**config.mk**
```make
export PLATFORM = sky130hd
export DESIGN_NAME = smb_len_ctrl
export DESIGN_NICKNAME = d
export VERILOG_FILES = /design/src/rtl/smb_len_pkg.sv /design/src/rtl/smb_len_crc.sv /design/src/rtl/smb_len_count.sv /design/src/rtl/smb_len_ack.sv /design/src/rtl/smb_len_ctrl.sv
export SDC_FILE = /design/constraint.sdc
export NUM_CORES = 1
export LEC_CHECK = 0
export BUFFER_PORTS_ARGS = -buffer_cell sky130_fd_sc_hd__buf_2
export CAP_MARGIN = 5
export CELL_PAD_IN_SITES_DETAIL_PLACEMENT = 0
export CELL_PAD_IN_SITES_GLOBAL_PLACEMENT = 1
export CORE_ASPECT_RATIO = 2
export CORE_MARGIN = 1.5
export CORE_UTILIZATION = 36
export DETAILED_ROUTE_END_ITERATION = 8
export GPL_TIMING_DRIVEN = 0
export PLACE_DENSITY_LB_ADDON = 0.12
export SLEW_MARGIN = 10
export SYNTH_ARGS = -nofsm -noshare
export SYNTH_HDL_FRONTEND = slang
export SYNTH_HIERARCHICAL = 1
export SYNTH_SLANG_ARGS = --single-unit
```
**constraint.sdc**
```tcl
create_clock -name clk -period 2.4 [get_ports clk]
set_input_delay 0.12 -clock clk [delete_from_list [all_inputs] [get_ports clk]]
set_output_delay 0.12 -clock clk [all_outputs]
set_load 0.02 [all_outputs]
```
**src/rtl/smb_len_pkg.sv**
```systemverilog
package smb_len_pkg;

   // one CRC step over a whole byte, bit by bit from the MSB
   function automatic logic [7:0] crc_byte(input logic [7:0] crc_in,
                                           input logic [7:0] data,
                                           input logic [7:0] poly);
      logic [7:0] c;
      logic       fb;
      c = crc_in;
      for (int i = 7; i >= 0; i--) begin
         fb = c[7] ^ data[i];
         c  = {c[6:0], 1'b0} ^ (fb ? poly : 8'h00);
      end
      return c;
   endfunction

endpackage

```
**src/rtl/smb_len_crc.sv**
```systemverilog
module smb_len_crc
   import smb_len_pkg::*;
#(
   parameter logic [7:0] POLY        = 8'h07,
   parameter logic [7:0] CRC_INIT    = 8'h00,
   parameter bit         PEC_SUPPORT = 1'b1
) (
   input  logic       clk,
   input  logic       rst_n,
   input  logic       start,
   input  logic       byte_done,
   input  logic [7:0] data,
   output logic [7:0] crc_q
);

   generate
      if (PEC_SUPPORT) begin : g_crc
         logic [7:0] crc_r;
         always_ff @(posedge clk) begin
            if (!rst_n)         crc_r <= CRC_INIT;
            else if (start)     crc_r <= CRC_INIT;
            else if (byte_done) crc_r <= crc_byte(crc_r, data, POLY);
         end
         assign crc_q = crc_r;

         p_start_clr_r4: assert property (@(posedge clk) disable iff (!rst_n)
            start |=> crc_q == CRC_INIT);
         p_idle_hold_r4: assert property (@(posedge clk) disable iff (!rst_n)
            (!start && !byte_done) |=> $stable(crc_q));
      end else begin : g_nocrc
         assign crc_q = CRC_INIT;
      end
   endgenerate

endmodule

```
**src/rtl/smb_len_count.sv**
```systemverilog
module smb_len_count #(
   parameter int CNT_W       = 8,
   parameter bit PEC_SUPPORT = 1'b1
) (
   input  logic             clk,
   input  logic             rst_n,
   input  logic             cfg_we,
   input  logic [CNT_W-1:0] cfg_nbytes,
   input  logic             cfg_reload,
   input  logic             cfg_pec,
   input  logic             data_byte,
   input  logic             dir_tx,
   output logic [CNT_W-1:0] cnt_q,
   output logic             pec_phase,
   output logic             stretch,
   output logic             tx_req_q
);

   localparam logic [CNT_W-1:0] ZERO = '0;
   localparam logic [CNT_W-1:0] ONE  = {{(CNT_W-1){1'b0}}, 1'b1};

   logic             reload_q, pec_q;
   logic [CNT_W-1:0] cnt_d;
   logic             reload_d, pec_d, req_d;

   always_comb begin
      cnt_d    = cnt_q;
      reload_d = reload_q;
      pec_d    = pec_q;
      if (cfg_we) begin
         cnt_d    = cfg_nbytes;
         reload_d = cfg_reload;
         pec_d    = cfg_pec & PEC_SUPPORT;
      end else if (data_byte && cnt_q != ZERO) begin
         cnt_d = cnt_q - ONE;
      end
      req_d = dir_tx && (cfg_we || data_byte) && cnt_d != ZERO
              && !(pec_d && !reload_d && cnt_d == ONE);
   end

   always_ff @(posedge clk) begin
      if (!rst_n) begin
         cnt_q    <= ZERO;
         reload_q <= 1'b0;
         pec_q    <= 1'b0;
         tx_req_q <= 1'b0;
      end else begin
         cnt_q    <= cnt_d;
         reload_q <= reload_d;
         pec_q    <= pec_d;
         tx_req_q <= req_d;
      end
   end

   assign pec_phase = pec_q && !reload_q && cnt_q == ONE;
   assign stretch   = reload_q && cnt_q == ZERO;

   p_dec_r2: assert property (@(posedge clk) disable iff (!rst_n)
      (data_byte && !cfg_we && cnt_q != ZERO) |=> cnt_q == $past(cnt_q) - ONE);
   p_nowrap_r2: assert property (@(posedge clk) disable iff (!rst_n)
      (data_byte && !cfg_we && cnt_q == ZERO) |=> cnt_q == ZERO);
   p_stretch_hold_r7: assert property (@(posedge clk) disable iff (!rst_n)
      (stretch && !cfg_we) |=> stretch);
   p_load_r2: assert property (@(posedge clk) disable iff (!rst_n)
      cfg_we |=> cnt_q == $past(cfg_nbytes));

endmodule

```
**src/rtl/smb_len_ack.sv**
```systemverilog
module smb_len_ack (
   input  logic       clk,
   input  logic       rst_n,
   input  logic       cfg_we,
   input  logic       cfg_nack,
   input  logic       data_byte,
   input  logic       dir_tx,
   input  logic       pec_phase,
   input  logic [7:0] data,
   input  logic [7:0] crc_q,
   input  logic       pec_clr,
   output logic       nack_q,
   output logic       pec_err_q
);

   logic nack_sw_q;
   logic rx_byte, mismatch;

   assign rx_byte  = data_byte && !dir_tx;
   assign mismatch = rx_byte && pec_phase && (data != crc_q);

   always_ff @(posedge clk) begin
      if (!rst_n) begin
         nack_sw_q <= 1'b0;
         nack_q    <= 1'b0;
         pec_err_q <= 1'b0;
      end else begin
         if (cfg_we)  nack_sw_q <= cfg_nack;
         if (rx_byte) nack_q    <= nack_sw_q | mismatch;
         if (mismatch)     pec_err_q <= 1'b1;
         else if (pec_clr) pec_err_q <= 1'b0;
      end
   end

   p_nack_hold_r8: assert property (@(posedge clk) disable iff (!rst_n)
      !rx_byte |=> $stable(nack_q));
   p_err_sticky_r9: assert property (@(posedge clk) disable iff (!rst_n)
      (pec_err_q && !pec_clr) |=> pec_err_q);
   p_tx_quiet_r10: assert property (@(posedge clk) disable iff (!rst_n)
      (data_byte && dir_tx) |=> ($stable(nack_q) && ($stable(pec_err_q) || !pec_err_q)));

endmodule

```
**src/rtl/smb_len_ctrl.sv**
```systemverilog
module smb_len_ctrl #(
   parameter int         CNT_W       = 8,
   parameter logic [7:0] POLY        = 8'h07,
   parameter logic [7:0] CRC_INIT    = 8'h00,
   parameter bit         PEC_SUPPORT = 1'b1
) (
   input  logic             clk,
   input  logic             rst_n,
   input  logic             start_i,
   input  logic             byte_done_i,
   input  logic             byte_is_addr_i,
   input  logic             dir_tx_i,
   input  logic [7:0]       bus_byte_i,
   input  logic             cfg_we_i,
   input  logic [CNT_W-1:0] cfg_nbytes_i,
   input  logic             cfg_reload_i,
   input  logic             cfg_pec_i,
   input  logic             cfg_nack_i,
   input  logic             pec_clr_i,
   input  logic [7:0]       tx_data_i,
   output logic [7:0]       tx_byte_o,
   output logic             tx_req_o,
   output logic [CNT_W-1:0] count_o,
   output logic             pec_last_o,
   output logic             stretch_o,
   output logic             nack_o,
   output logic             pec_err_o,
   output logic [7:0]       crc_o
);

   generate
      if (CNT_W < 2 || CNT_W > 16) begin : g_bad_width
         $error("smb_len_ctrl: CNT_W must lie in 2..16");
      end
      if (POLY[0] != 1'b1) begin : g_bad_poly
         $error("smb_len_ctrl: POLY must have its constant term set");
      end
   endgenerate

   logic data_byte;
   assign data_byte = byte_done_i && !byte_is_addr_i;

   smb_len_crc #(.POLY(POLY), .CRC_INIT(CRC_INIT), .PEC_SUPPORT(PEC_SUPPORT)) u_crc (
      .clk       (clk),
      .rst_n     (rst_n),
      .start     (start_i),
      .byte_done (byte_done_i),
      .data      (bus_byte_i),
      .crc_q     (crc_o)
   );

   smb_len_count #(.CNT_W(CNT_W), .PEC_SUPPORT(PEC_SUPPORT)) u_count (
      .clk        (clk),
      .rst_n      (rst_n),
      .cfg_we     (cfg_we_i),
      .cfg_nbytes (cfg_nbytes_i),
      .cfg_reload (cfg_reload_i),
      .cfg_pec    (cfg_pec_i),
      .data_byte  (data_byte),
      .dir_tx     (dir_tx_i),
      .cnt_q      (count_o),
      .pec_phase  (pec_last_o),
      .stretch    (stretch_o),
      .tx_req_q   (tx_req_o)
   );

   smb_len_ack u_ack (
      .clk       (clk),
      .rst_n     (rst_n),
      .cfg_we    (cfg_we_i),
      .cfg_nack  (cfg_nack_i),
      .data_byte (data_byte),
      .dir_tx    (dir_tx_i),
      .pec_phase (pec_last_o),
      .data      (bus_byte_i),
      .crc_q     (crc_o),
      .pec_clr   (pec_clr_i),
      .nack_q    (nack_o),
      .pec_err_q (pec_err_o)
   );

   assign tx_byte_o = (pec_last_o && dir_tx_i) ? crc_o : tx_data_i;

   p_req_not_pec_r6: assert property (@(posedge clk) disable iff (!rst_n)
      tx_req_o |-> !pec_last_o);
   p_addr_keep_r3: assert property (@(posedge clk) disable iff (!rst_n)
      (byte_done_i && byte_is_addr_i && !cfg_we_i) |=> $stable(count_o));

endmodule

```
**After elaboration in Yosys (flattened, before gate mapping)**

Index checks and enable logic that the tools add are counted.

- Register bits after elaboration: 22
- Input port bits: 35
- Output and inout bits: 29

- Add/subtract/negate cells: 1
- Equal/unequal tests: 3
- Mux-type cells: 15
- Bitwise operators: 18
- Reduce and logical (&&, ||, !) cells: 25

Operators by type and width:

| cell | number |
|---|---|
| XOR 8 bit | 8 |
| 2-to-1 mux 3 bit | 8 |
| 2-to-1 mux 8 bit | 3 |
| equality test 8 x 1 -> 1 bit (second input constant) | 2 |
| nonzero test 8 bit | 2 |
| logical AND 1 bit | 14 |
| logical NOT 8 bit | 1 |
| inequality test 8 bit | 1 |
| subtractor 8 x 1 -> 8 bit (second input constant) | 1 |
| XOR 1 bit | 8 |
| logical NOT 1 bit | 5 |
| 2-to-1 mux 1 bit | 4 |
| nonzero test 2 bit | 1 |
| OR reduction 2 bit | 1 |
| logical OR 1 bit | 1 |
| NOT 1 bit | 1 |
| bitwise OR 1 bit | 1 |

**Longest topological paths before layout**

Gate-level depths: netlist of run 1.

- Depth after elaboration: 24
- Mapped depth: 8
- Mapped depth without buffers: 8

**By module**

Netlist of run 1, hierarchy kept.

By module, submodules not included:

| module | instances | cells each | area an instance (sq um) | seq. area each (sq um) |
|---|---|---|---|---|
| smb_len_count | 1 | 82 | 725.7 | 220.2 |
| smb_len_crc | 1 | 54 | 568.0 | 160.2 |
| smb_len_ack | 1 | 23 | 216.5 | 60.1 |
| smb_len_ctrl | 1 | 10 | 102.6 | 0.0 |

**Worst setup path after synthesis of run 1**

OpenSTA, ideal clock, no wires.

- Kind: register to register
- Start: register u_count.cnt_q[0]
- End: register u_count.tx_req_q
- Arrival: 1,818 ps
- Data required time: 2,323 ps
- Path slack: 505 ps
- Stages on the path, launching flop included: 8
- Path buffers: 0
- Period minus slack after synthesis: 1,895 ps
- Cells stage by stage: dfxtp_1 inv_1 ha_1 and3_4 or2b_4 xnor2_1 o311a_1 a41oi_2

- Cells in the longest elaborated chain, start to end: 8

RTL lines:

| item | RTL line | RTL |
|---|---|---|
| start: declaration | smb_len_count.sv:13 | `output logic [CNT_W-1:0] cnt_q,` |
| start signal: assignment | smb_len_count.sv:48 | `cnt_q <= cnt_d;` |
| parallel branches: the longest is 2 deep, another holds subtractor 8 x 1 -> 8 bit | - |  |
| 2-to-1 mux 8 bit * | smb_len_count.sv:34 | `end else if (data_byte && cnt_q != ZERO) begin` |
| 2-to-1 mux 8 bit * | smb_len_count.sv:30 | `if (cfg_we) begin` |
| equality test 8 x 1 -> 1 bit | smb_len_count.sv:38 | `&& !(pec_d && !reload_d && cnt_d == ONE);` |
| logical AND 1 bit | smb_len_count.sv:38 |  |
| logical NOT 1 bit | smb_len_count.sv:38 |  |
| logical AND 1 bit * | smb_len_count.sv:38 |  |
| end signal: assignment | smb_len_count.sv:51 | `tx_req_q <= req_d;` |
| end: declaration | smb_len_count.sv:16 | `output logic tx_req_q` |

Mark *: on every way between the ends.
A chain may end at the register's enable or synchronous reset.

**Final worst setup path of run 1**

- Start: register u_count.cnt_q[4]
- End: output port tx_byte_o[5]

- Cells in the longest elaborated chain, start to end: 4

RTL lines:

| item | RTL line | RTL |
|---|---|---|
| equality test 8 x 1 -> 1 bit | smb_len_count.sv:55 | `assign pec_phase = pec_q && !reload_q && cnt_q == ONE;` |
| logical AND 1 bit | smb_len_count.sv:55 |  |
| logical AND 1 bit | smb_len_ctrl.sv:82 | `assign tx_byte_o = (pec_last_o && dir_tx_i) ? crc_o : tx_data_i;` |
| 2-to-1 mux 8 bit | smb_len_ctrl.sv:82 |  |
| end: declaration | smb_len_ctrl.sv:21 | `output logic [7:0] tx_byte_o,` |

Every way passes these cells.

==> impl_metrics.ini, run 1 <==
[logic_synthesis]
synth_top_area_share_pct = 27.3
syn-instance-count = 169
yosysSeqAreaShare_pct = 27.3
yosys_warnings = 6
syn_area_um2 = 1610
synth_ff_type = dfxtp_1
synthArstFlopShare_pct = 0
syn_nets = 207
ys_top_cells_by_count = dfxtp_1, xnor2_1, nor2_1
synth_edf_count = 0
ys_ff_latch = 22
yosysUniqueCellTypes = 50
yosys.area.top_type = dfxtp_1
syn_avg_cell_area_um2 = 9.54
synth_area_leaders = dfxtp_1, xnor2_1, xnor3_1

[clock_network]
clock-sinks = 22
htreeDepth = 1
cts_root_buffer = clkbuf_8
worstSkewPairLatency_ns = 0.27
cts_buffer_depth = 2
cts_hold_buf = 0
cts_tree = built
post_cts_buffers = 0
clkTransAtPathRegs_ns = 0.09
cts_made_buffers = 3
post_cts_resized = 0

[floorplanning]
start_util_pct = 37.2
dieArea_um2 = 4910
dieWidth_um = 50.3
core-area_um2 = 4340
placementRows = 34
ios = 64
die_h_um = 97.7

[global_routing]
met2_usage_pct = 38.9
grt-busiest-layer = met2
grt_pass1_vias = 1511
grt_max_degree = 14
grt_pass1_wl_um = 6960
use_met3_pct = 2.00
use_met1_pct = 17.4
antenna_found_initial = 0
grt_overflow = 0
grt_usage_pct = 18.6

[setup_path]
timing.rr.start = u_count/cnt_q[4]
crit_path_end = tx_byte_o[5]
cp-start-kind = register
end_kind = primary output
reg2reg_depth = 6
crit_required_ns = 2.28
r2r_slack_ns = 0.46
cp_slowest_stage_delay_ns = 0.41
worstSetupPathType = reg2out
cp.depth = 5
critPathTopFamily = simple AND/OR/NAND/NOR gates
crit_chain = nor4_2 -> and4_2 -> nand2_2 -> mux2_2 -> buf_2
cp-startpoint = u_count/cnt_q[4]
cpMaxStageDelayCell = nor4_2
cp.arrival_ns = 2.05
r2r-end = u_count/tx_req_q
crit_fanout = 8
crit_buf_inv = 1

[drt]
drt-initial-drc-count = 21
final_antenna_net_count = 0
avgRoutedWirePerCell_um = 15.1
vias_per_cell = 5.07
drt-total-wl_um = 4370
dr.pass1.iters = 4
dr_total_vias = 1471
drc = 0

[timing]
timing.fmax_mhz = 460
fin_worst_skew_ns = 0.00976
tightest_slew_ns = 0.519
fin_crit_ns = 2.17
setup_viol_count_final = 0
relSlewSlack_pct = 65.3
drv_slew = 0
period_share_pct = 90.5
hold_viol = 0
fin_setup_tns_ns = 0
rsz0062_at_grt = false

[final_layout]
seq_area_um2 = 440
antenna_cells = 0
fin_area_um2 = 2070
fin_nets = 275
num-fill-cells = 486
layout-drive-gt1-share_pct = 39.4
multi_input_comb_area_um2 = 1130
synthToLayoutAreaGrowth_pct = 28.2

[power]
power.leakage_nw = 0.958
max-vdd-ir-drop_v = 0.000459
power_density_nw_per_um2 = 559

[outcome]
status = finished clean

[place]
gp_congestion = 0.814
hpwl_um = 3590
place.port_buffers = 63
postPlaceCellArea_um2 = 2000

[flow_run]
drv_cap = 0

[worst_hold_path]
hold_class = in2reg
## placed cells by master, fill, tap and decap left out, types with 2 or more instances in the layout
cell and count:
buf_2 64, xnor2_1 22, dfxtp_1 22, nor2_1 13
nand2_1 9, a21oi_1 9, mux2_2 8, o21ai_0 8
mux2i_1 5, inv_1 5, xnor3_1 5, xor2_1 4
a211oi_1 4, nor2b_1 3, clkbuf_8 3, nand2b_1 3
ha_1 3, or3_1 3, nand4_1 2, and2b_1 2
nand3b_1 2, a31o_2 2, o31ai_1 2, nor3_1 2
o211ai_1 2, o211a_1 2, xnor2_2 2
## state kept, by name, summed over array words and instances, names as in the netlist
| name | flops |
|---|---|
| u_ack/nack_q | 1 |
| u_ack/nack_sw_q | 1 |
| u_ack/pec_err_q | 1 |
| u_count/cnt_q | 8 |
| u_count/pec_q | 1 |
| u_count/reload_q | 1 |
| u_count/tx_req_q | 1 |
| u_crc/crc_q | 8 |
## through the flow
stage / hold WS, ns / utilization [%] / total power [mW] / setup slack [ns] / std cells
finish: 0.0906 / 47.6 / 1.16 / 0.228 / 290
global route: 0.0937 / 47.6 / 1.22 / 0.127 / 290
CTS: 0.0906 / 47.6 / 1.17 / 0.190 / 290
detailed placement: 0.375 / 46.0 / 0.815 / 0.251 / 286
global placement: 0.369 / 46.0 / 0.814 / 0.259 / 286
floorplan: 0.248 / - / 0.698 / 0.505 / 169
## worst min path at each step
stage	start	endpoint	cells after the start	slack, ns
after floorplan	rst_n	u_ack/nack_sw_q	1	0.25
after global placement	cfg_nbytes_i[0]	u_count/cnt_q[0]	2	0.37
after detailed placement	cfg_nbytes_i[0]	u_count/cnt_q[0]	2	0.37
after CTS	cfg_nbytes_i[0]	u_count/cnt_q[0]	2	0.09
after global routing	cfg_nbytes_i[0]	u_count/cnt_q[0]	2	0.09
final	cfg_nbytes_i[0]	u_count/cnt_q[0]	2	0.09
## cells by family after synthesis
kind of cell | share of synthesized area [%]
xor gates and xnor gates | 23.1
DFF | 27.3
and+or+nand+nor | 20.8
adders and majority gates | 2.33
muxes | 8.69
buffers and inverters | 2.40
AOI/OAI and AO/OA | 15.4
## final cells by class
| type | count | share of cell area (%) |
|---|---|---|
| multi-input combinational | 138 | 54.8 |
| sequential | 22 | 21.3 |
| timing repair buffer | 63 | 15.3 |
| tap | 54 | 3.27 |
| clock buffer | 3 | 2.00 |
| clock inverter | 1 | 1.45 |
| inverter | 6 | 1.09 |
| buffer | 3 | 0.787 |
## worst register-to-register path, cell delays in order (launching register included)
cell	delay (ns)
dfxtp_1	0.39
nor4_2	0.41
and3_4	0.31
nor4b_1	0.08
o22ai_1	0.24
o311a_1	0.26
a41oi_2	0.11
## report_power, final
part | internal [mW] | switching (mW) | total, mW
Sequential | 0.390 | 0.0336 | 0.423
Clock | 0.223 | 0.129 | 0.352
Combinational | 0.185 | 0.196 | 0.380
## routing by layer
layer | up-vias | share of wire [%]
li1 | 740 | -
met1 | 691 | 34
met2 | 38 | 63
met3 | 2 | 2.8
met4 | 0 | 0.71
met5 | - | 0
Note: power is estimated with default switching activity, not from simulation.
==> run 2, diff against run 1 <==
- CORE_UTILIZATION: 36 -> 34
- GPL_ROUTABILITY_DRIVEN: unset -> 0
- SYNTH_HIERARCHICAL: 1 -> unset
==> run 2 against run 1 <==
Maximum frequency down 4.4%. Critical path depth up 3. Cell area down 6.5%. Highest routed layer unchanged.
==> impl_metrics.ini, run 2 <==
[outcome]
status = finished clean

[timing]
fin_worst_skew_ns = 0.00352
tightest_slew_ns = 0.606
period_share_pct = 94.7
relSlewSlack_pct = 59.2
fin_crit_ns = 2.27
timing.fmax_mhz = 440
hold_viol = 0
setup_ws_ns = 0.128
setup_viol_count_final = 0
rsz0062_at_grt = false
fin_setup_tns_ns = 0
drv_slew = 0

[place]
pre_cts_slack_ns = 0.000551
place.port_buffers = 61
hpwl_um = 3290

[floorplanning]
ios = 64
dieWidth_um = 49.8
dieArea_um2 = 4820
core-area_um2 = 4170
placementRows = 33
start_util_pct = 35.8
die_h_um = 96.7

[worst_hold_path]
hold_class = in2reg
holdPathStages = 3

[setup_path]
cp_slowest_stage_delay_ns = 0.44
worstSetupPathType = reg2reg
crit_required_ns = 2.56
end_kind = register
cp.arrival_ns = 2.43
cpMaxStageDelayCell = a2111o_1
timing.rr.start = u_count.cnt_q[1]
cp-start-kind = register
cp.depth = 8
cp-startpoint = u_count.cnt_q[1]
reg2reg_depth = 8
crit_fanout = 5
crit_path_end = u_count.tx_req_q
critPathTopFamily = compound AO/OA/AOI/OAI gates
crit_chain = inv_1 -> ha_4 -> nand3b_1 -> a31o_2 -> a21o_1 -> a311o_1 -> a2111o_1 -> o31a_1
r2r-end = u_count.tx_req_q
crit_buf_inv = 1
r2r_slack_ns = 0.13

[logic_synthesis]
yosysSeqAreaShare_pct = 29.5
ys_top_cells_by_count = dfxtp_1, nor2_1, xnor2_1
synth_top_area_share_pct = 29.5
syn_area_um2 = 1490
synthMostInstantiatedCell = dfxtp_1
synth_edf_count = 0
synth_area_leaders = dfxtp_1, xnor2_1, xor2_1
yosys_warnings = 0
ys_ff_latch = 22
syn_avg_cell_area_um2 = 8.93
synth_ff_type = dfxtp_1
synthArstFlopShare_pct = 0
yosys.area.top_type = dfxtp_1
yosysUniqueCellTypes = 38
syn-instance-count = 167
syn_nets = 208

[drt]
dr_total_vias = 1434
dr.pass1.iters = 4
avgRoutedWirePerCell_um = 13.8
drt-total-wl_um = 3920
drt-initial-drc-count = 8
vias_per_cell = 5.05
final_antenna_net_count = 0
drc = 0

[global_routing]
grt_pass1_vias = 1570
grt_max_degree = 13
grt_usage_pct = 17.0
grt_overflow = 0
grt_pass1_wl_um = 6510
antenna_found_initial = 0

[clock_network]
clkTransAtPathRegs_ns = 0.08
cts_hold_buf = 0
worstSkewPairLatency_ns = 0.26
cts_root_buffer = clkbuf_8
cts_tree = built
cts_buffer_depth = 2
htreeDepth = 1
clock-sinks = 22
cts_made_buffers = 3

[power]
max-vdd-ir-drop_v = 0.000349
power_density_nw_per_um2 = 564
power.leakage_nw = 0.906

[final_layout]
layout_common_cells = buf_2, dfxtp_1, nor2_1
layout-drive-gt1-share_pct = 37.1
mostFrequentLayoutCell = buf_2
synthToLayoutAreaGrowth_pct = 29.6
fin_nets = 274
antenna_cells = 0
final_core_util_pct = 46.4

[flow_run]
drv_cap = 0
## run 2: final cells by class
type | count | area [um2]
Fill cell | 444 | 2240
Multi-Input combinational cell | 136 | 1030
Sequential cell | 22 | 442
Timing Repair Buffer | 61 | 305
Tap cell | 52 | 65.1
Clock buffer | 4 | 55.1
Buffer | 5 | 22.5
Inverter | 4 | 15.0
## run 2: kinds of logic after synthesis
kind of cell	after synthesis	share of synthesized area, %
multiplexers	18	12.8
AND/OR/NAND/NOR	60	21.4
flip-flops	22	29.5
AO/OA/AOI/OAI	22	10.2
XOR/XNOR	30	18.5
buffers and inverters	9	2.52
adder cells (fa/ha/maj)	6	5.03
## run 2: metal layers
layer / GRT usage, % / routed length (um) / share of wire, % / vias up
met2: 35.4 / 2300 / 59 / 48
li1: - / - / - / 706
met4: 6.84 / 74 / 1.9 / 0
met1: 15.4 / 1400 / 36 / 674
met5: 0 / 0 / 0 / -
met3: 1.54 / 155 / 4.0 / 6
## run 2: worst reg2reg max path: cells and delay by family (launching register included)
kind | cells | cell delay (ns)
AO/OA/AOI/OAI | 5 | 1.42
adder cells (fa/ha/maj) | 1 | 0.16
buffers and inverters | 1 | 0.14
flip-flops | 1 | 0.35
AND/OR/NAND/NOR | 1 | 0.10
## run 2: timing repair
action,in CTS,in global routing
gates resized for setup,1,4
buffers inserted,0,0
setup endpoints to repair,1,2
## run 2: through the flow
step	hold WS, ns	cells	area (um2)	power [mW]
2_1_floorplan	0.236	167	1490	0.715
3_3_place_gp	0.363	280	1860	0.819
3_5_place_dp	0.378	280	1860	0.827
4_1_cts	0.0996	284	1920	1.10
5_1_grt	0.118	284	1930	1.16
6_report	0.102	284	1930	1.09
## run 2: how the worst min path moves through the flow
stage                          startpoint                to
after floorplan                     rst_n  u_count.cnt_q[4]
after global placement         cfg_nack_i   u_ack.nack_sw_q
after detailed placement       cfg_nack_i   u_ack.nack_sw_q
after CTS                      cfg_nack_i   u_ack.nack_sw_q
after global routing      cfg_nbytes_i[0]  u_count.cnt_q[0]
final                          cfg_nack_i   u_ack.nack_sw_q
## run 2: report_power, final
group | switching [mW] | internal, mW | total (mW)
registers | 0.0360 | 0.393 | 0.429
logic | 0.205 | 0.185 | 0.390
clock network | 0.125 | 0.146 | 0.272
total | 0.366 | 0.724 | 1.09
